===== src/rtl/pcr_pkg.sv =====
package pcr_pkg;

    typedef enum logic [2:0] {
        MS_RST_STOP   = 3'd0,
        MS_RST_RUN    = 3'd1,
        MS_STOPPED    = 3'd2,
        MS_RUNNING    = 3'd3,
        MS_AUTO_SLEEP = 3'd4,
        MS_AUTO_WAKE  = 3'd5
    } mstate_e;

    typedef enum logic [1:0] {
        PH_ASLEEP = 2'd0,
        PH_WAKING = 2'd1,
        PH_AWAKE  = 2'd2
    } phase_e;

    typedef struct packed {
        logic    mod_rst;
        logic    clk_en;
        mstate_e status;
    } ctl_out_t;

    function automatic logic code_valid(input logic [2:0] c);
        return c <= 3'd5;
    endfunction

    function automatic logic is_auto(input mstate_e s);
        return (s == MS_AUTO_SLEEP) || (s == MS_AUTO_WAKE);
    endfunction

    function automatic logic holds_reset(input mstate_e s);
        return (s == MS_RST_STOP) || (s == MS_RST_RUN);
    endfunction

    function automatic logic fixed_clock_on(input mstate_e s);
        return (s == MS_RST_RUN) || (s == MS_RUNNING);
    endfunction

endpackage


===== src/rtl/pcr_prog_reg.sv =====
module pcr_prog_reg
    import pcr_pkg::*;
(
    input  logic       clk,
    input  logic       rst,
    input  logic       go_i,
    input  logic [2:0] code_i,
    output logic       load_o,
    output mstate_e    prog_o
);

    mstate_e prog_q;

    // A write is accepted only for codes 0..5; 6 and 7 are dropped
    assign load_o = go_i && code_valid(code_i);

    always_ff @(posedge clk) begin
        if (rst) begin
            prog_q <= MS_RST_STOP;
        end else if (load_o) begin
            prog_q <= mstate_e'(code_i);
        end
    end

    assign prog_o = prog_q;

endmodule


===== src/rtl/pcr_wake_seq.sv =====
module pcr_wake_seq
    import pcr_pkg::*;
#(
    parameter int WAKE_LAT = 4,
    parameter int IDLE_GAP = 2
) (
    input  logic    clk,
    input  logic    rst,
    input  logic    restart_i,
    input  mstate_e prog_i,
    input  logic    acc_req_i,
    output phase_e  phase_o
);

    localparam int CMAX = (WAKE_LAT > IDLE_GAP) ? WAKE_LAT : IDLE_GAP;
    localparam int CW   = (CMAX > 1) ? $clog2(CMAX + 1) : 1;
    localparam logic [CW-1:0] WAKE_END = CW'(WAKE_LAT - 1);
    localparam logic [CW-1:0] IDLE_END = CW'(IDLE_GAP - 1);

    phase_e        ph_q;
    logic [CW-1:0] cnt_q;
    logic          sleep_ok;

    // Only auto-sleep drops the clock again once awake
    assign sleep_ok = (prog_i == MS_AUTO_SLEEP);

    always_ff @(posedge clk) begin
        if (rst) begin
            ph_q  <= PH_ASLEEP;
            cnt_q <= '0;
        end else if (restart_i || !is_auto(prog_i)) begin
            ph_q  <= PH_ASLEEP;
            cnt_q <= '0;
        end else begin
            unique case (ph_q)
                PH_ASLEEP: begin
                    cnt_q <= '0;
                    if (acc_req_i) ph_q <= PH_WAKING;
                end
                PH_WAKING: begin
                    if (cnt_q == WAKE_END) begin
                        ph_q  <= PH_AWAKE;
                        cnt_q <= '0;
                    end else begin
                        cnt_q <= cnt_q + CW'(1);
                    end
                end
                PH_AWAKE: begin
                    if (sleep_ok) begin
                        if (acc_req_i) begin
                            cnt_q <= '0;
                        end else if (cnt_q == IDLE_END) begin
                            ph_q  <= PH_ASLEEP;
                            cnt_q <= '0;
                        end else begin
                            cnt_q <= cnt_q + CW'(1);
                        end
                    end
                end
                default: begin
                    ph_q  <= PH_ASLEEP;
                    cnt_q <= '0;
                end
            endcase
        end
    end

    assign phase_o = ph_q;

endmodule


===== src/rtl/pcr_out_map.sv =====
module pcr_out_map
    import pcr_pkg::*;
(
    input  mstate_e  prog_i,
    input  phase_e   phase_i,
    output ctl_out_t ctl_o
);

    logic auto_on;

    assign auto_on = is_auto(prog_i) && (phase_i == PH_AWAKE);

    // Pure decode of flop outputs: every change follows a clock edge
    always_comb begin
        ctl_o.mod_rst = holds_reset(prog_i);
        ctl_o.clk_en  = fixed_clock_on(prog_i) || auto_on;
        ctl_o.status  = (prog_i == MS_AUTO_WAKE && auto_on) ? MS_RUNNING : prog_i;
    end

endmodule


===== src/rtl/pclk_rst_ctrl.sv =====
module pclk_rst_ctrl
    import pcr_pkg::*;
#(
    parameter int WAKE_LAT = 4,
    parameter int IDLE_GAP = 2
) (
    input  logic       clk,
    input  logic       rst,
    input  logic       go_i,
    input  logic [2:0] state_code_i,
    input  logic       acc_req_i,
    output logic       mod_rst_o,
    output logic       clk_en_o,
    output logic       acc_rdy_o,
    output logic [2:0] cur_state_o
);

    logic     load;
    mstate_e  prog_q;
    phase_e   phase_q;
    ctl_out_t ctl;

    pcr_prog_reg u_prog (
        .clk    (clk),
        .rst    (rst),
        .go_i   (go_i),
        .code_i (state_code_i),
        .load_o (load),
        .prog_o (prog_q)
    );

    pcr_wake_seq #(
        .WAKE_LAT (WAKE_LAT),
        .IDLE_GAP (IDLE_GAP)
    ) u_wake (
        .clk       (clk),
        .rst       (rst),
        .restart_i (load),
        .prog_i    (prog_q),
        .acc_req_i (acc_req_i),
        .phase_o   (phase_q)
    );

    pcr_out_map u_map (
        .prog_i  (prog_q),
        .phase_i (phase_q),
        .ctl_o   (ctl)
    );

    assign mod_rst_o   = ctl.mod_rst;
    assign clk_en_o    = ctl.clk_en;
    assign acc_rdy_o   = ctl.clk_en;
    assign cur_state_o = ctl.status;

endmodule


===== config.mk =====
export PLATFORM = sky130hd
export DESIGN_NAME = pclk_rst_ctrl
export DESIGN_NICKNAME = d
export VERILOG_FILES = /design/src/rtl/pcr_pkg.sv /design/src/rtl/pcr_prog_reg.sv /design/src/rtl/pcr_wake_seq.sv /design/src/rtl/pcr_out_map.sv /design/src/rtl/pclk_rst_ctrl.sv
export SDC_FILE = /design/constraint.sdc
export NUM_CORES = 1
export LEC_CHECK = 0
export CAP_MARGIN = 20
export CORE_AREA = 2 2 39 41
export CTS_CLUSTER_DIAMETER = 150
export DETAILED_ROUTE_END_ITERATION = 12
export DIE_AREA = 0 0 41 43
export HOLD_SLACK_MARGIN = 0.06
export PLACE_DENSITY = 0.69
export SETUP_SLACK_MARGIN = 0.05
export SYNTH_ARGS = -nofsm -noshare
export SYNTH_HDL_FRONTEND = slang
export SYNTH_SLANG_ARGS = --single-unit

===== constraint.sdc =====
create_clock -name clk -period 1.65 [get_ports clk]
set_input_delay 0.165 -clock clk [delete_from_list [all_inputs] [get_ports clk]]
set_output_delay 0.165 -clock clk [all_outputs]
set_load 0.05 [all_outputs]

==> metrics.md <==
| Metric | Value |
|---|---|
| Fin nets | 95 |
| # port buffers | 12 |
| Cell variety after synth | 28 |
| Max_slew headroom | 0.7827 |
| Post-DP HPWL | 851.6 um |
| Syn Area/Cell | 8.412 um2 |
| Predominant post-synthesis flop cell | dfxtp_1 |
| DR top layer | met4 |
| FMAX | 656.2 MHz |
| Seq/Total Area, Yosys | 0.2929 |
| Cts hold-fix bufs | 0 |
| Largest net degree at the start of global routing | 7 |
| DR DRC count | 0 |
| Share of cells above drive strength 1 | 0.2658 |
| Leakage power | 0.2733 nW |
| Startpoint types | flop |
| Crit path max fanout | 6 |
| Io pins | 13 |
| Post-DRT Antenna Nets | 0 |
| Final Hold Vio Count | 0 |
| Routed length per instance | 12.02 um |
| Power Total | 0.4634 mW |
| Post-Route WL | 1142 um |
| Syn-to-layout area delta | 38.22% |
| CTS tree | built |
| Post-synth EDFFs | 0 |
| Final Slew Violations | 0 |
| Vias/cell | 5.326 |
| Overflow after GRT | 0 |
| First-pass GRT wire length | 1849 um |
| GPL Wtd Cong | 0.7194 |
| Min-Delay Path Class | flop to flop |
| RSZ-0062 raised after global routing | false |
| Fraction of registers with async set or reset after synthesis | 0 |
| Num CTS Buffers | 3 |
| Core ar. | 1384 um2 |
| Chip height | 43 um |
| Filler cells | 131 |
| Antenna cells | 0 |
| Die ar. | 1763 um2 |
| Slew @ Worst Pin | 0.3230 ns |
| Maximum VDD drop | 0.3110 mV |
| Clock sinks | 8 |
| Yosys warns | 0 |
| Vias in the first global route | 460 |
| Cell Rows | 14 |
| Status | completed |
| Post-synthesis cell area | 546.8 um2 |
| Power density over the cells | 613.1 nW/um2 |
| CP required | 1.48 ns |
| Clock-pin slew on the worst setup and hold paths | 0.05 ns |
| Setup TNS | 0 ns |
| H-tree Lvls | 1 |
| Period utilization | 0.9236 |
| Critical Path AT | 1.36 ns |
| WL met2 | 574 um |
| Post-route cell area | 755.7 um2 |
| Die W | 41 um |
| Worst Skew | 0.01035 ns |
| Post-synthesis register bit count | 8 |
| Via count | 506 |
| Setup violators final | 0 |
| Final worst path period need | 1.524 ns |
| Root buffer cell | clkbuf_4 |
| Wl on met1 | 521 um |
| Crit Path Class | flop to output port |
| Initial antenna violation count | 0 |
| Worst-Skew Late Latency | 0.25 ns |
| Syn_nets | 79 |
| Gr usage total | 0.1586 |
| Initial Util | 0.3951 |
| Mapped Cells | 65 |
| Cell Area, Placed | 711.9 um2 |
| Clock buffer depth | 2 |
| Max-cap viol count | 0 |
| Number of DRC markers in iteration 0 | 10 |
| Setup crit end kind | output port |
| WL met3 | 29 um |
| Final core utilization | 0.5461 |
| Pre-antenna DRT Iters | 4 |
[per-layer routing]
layer,global-route usage,up-vias
met5,0,-
met1,0.1902,233
met2,0.2344,9
met3,0.01571,2
li1,-,262
met4,0.1400,0
[worst paths after layout]
| check | from | to | slack (ns) | depth (start not counted) |
|---|---|---|---|---|
| worst max-delay path | u_wake.phase_o[0] | cur_state_o[2] | 0.13 | 5 |
| worst min-delay path | u_wake.cnt_q[1] | u_wake.cnt_q[1] | 0.48 | 2 |
| worst max register to register | u_wake.cnt_q[0] | u_wake.cnt_q[2] | 0.19 | 5 |
| worst min register to register | u_wake.cnt_q[1] | u_wake.cnt_q[1] | 0.48 | 2 |
[registers in the layout, indices dropped and copies added (netlist names)]
signal and flops:
u_prog.prog_o 3, u_wake.phase_o 2, u_wake.cnt_q 3
[final cells by class]
class	instances	area (um2)	share of cell area
Tap cell	16	20.02	0.02649
Multi-Input combinational cell	48	375.4	0.4967
Inverter	7	26.28	0.03477
Timing Repair Buffer	13	150.1	0.1987
Clock buffer	3	22.52	0.02980
Sequential cell	8	161.4	0.2136
[worst max-delay path, cell delays in order, from the launching register on]
cell and delay, ns:
dfxtp_1 0.33, inv_2 0.08, ha_4 0.16, inv_2 0.08, o31a_2 0.31, buf_12 0.15
[stage by stage]
step	worst slack, ns	instances	hold slack, ns
floorplan	0.1190	65	0.2374
global placement	0.1694	91	0.4680
detailed placement	0.1744	91	0.4748
CTS	0.05989	94	0.4819
global route	0.05805	95	0.5193
finish	0.1260	95	0.4800
[synthesized netlist by cell type (all sizes together) (2+ instances only)]
cell / count / area (um2)
nand3: 2 / 10.01
nor3: 2 / 10.01
a21oi: 6 / 30.03
nand4b: 2 / 17.52
o21ai: 3 / 18.77
o211ai: 2 / 15.01
nor2: 5 / 18.77
dfxtp: 8 / 160.2
inv: 7 / 26.28
nand2b: 2 / 15.02
nor2b: 3 / 18.77
ha: 7 / 87.58
nand2: 3 / 11.26
[power by group]
group | internal (mW) | leakage (nW) | switching (mW) | total (mW)
Sequential | 0.198 | 0.0654 | 0.00706 | 0.205
Combinational | 0.0503 | 0.194 | 0.0587 | 0.109
Clock | 0.0832 | 0.0138 | 0.0662 | 0.149
Total | 0.331 | 0.273 | 0.132 | 0.463
[repair_timing]
action,4_1_cts,5_1_grt
buffers inserted,0,1
gates resized for setup,3,2
cloned,0,0
endpoints found under the setup margin,3,1
pin swaps,0,1
[cells in the final DEF, fill, tap and decap left out]
cell type,synthesis,layout
clkbuf_4,0,3
inv_2,0,2
nor3_1,2,2
nand3_1,2,2
a21oi_1,6,6
o21ai_1,2,2
and2_1,1,1
o22ai_4,0,1
nand2b_2,1,1
nor2_1,5,5
nand2_1,3,3
ha_4,0,1
o211ai_1,2,2
o31ai_2,1,1
o21ai_2,1,1
o211a_1,1,1
clkdlybuf4s50_1,0,6
dfxtp_1,8,7
a31o_2,1,1
inv_1,7,5
mux2i_1,1,1
nand4b_1,2,2
o21a_1,1,1
nor2b_1,3,3
a21boi_0,1,1
ha_1,7,6
buf_12,0,3
nor4_1,1,1
buf_4,1,4
dfxtp_2,0,1
o31a_2,1,1
or3_4,1,1
nand2b_1,1,1
[cell families after synthesis]
group / synth area share
AND/OR/NAND/NOR: 0.2289
AO/OA/AOI/OAI: 0.2311
buffers and inverters: 0.06866
flip-flops: 0.2929
adder cells (fa/ha/maj): 0.1602
multiplexers: 0.01831
Power figures use the tool's default switching activity.
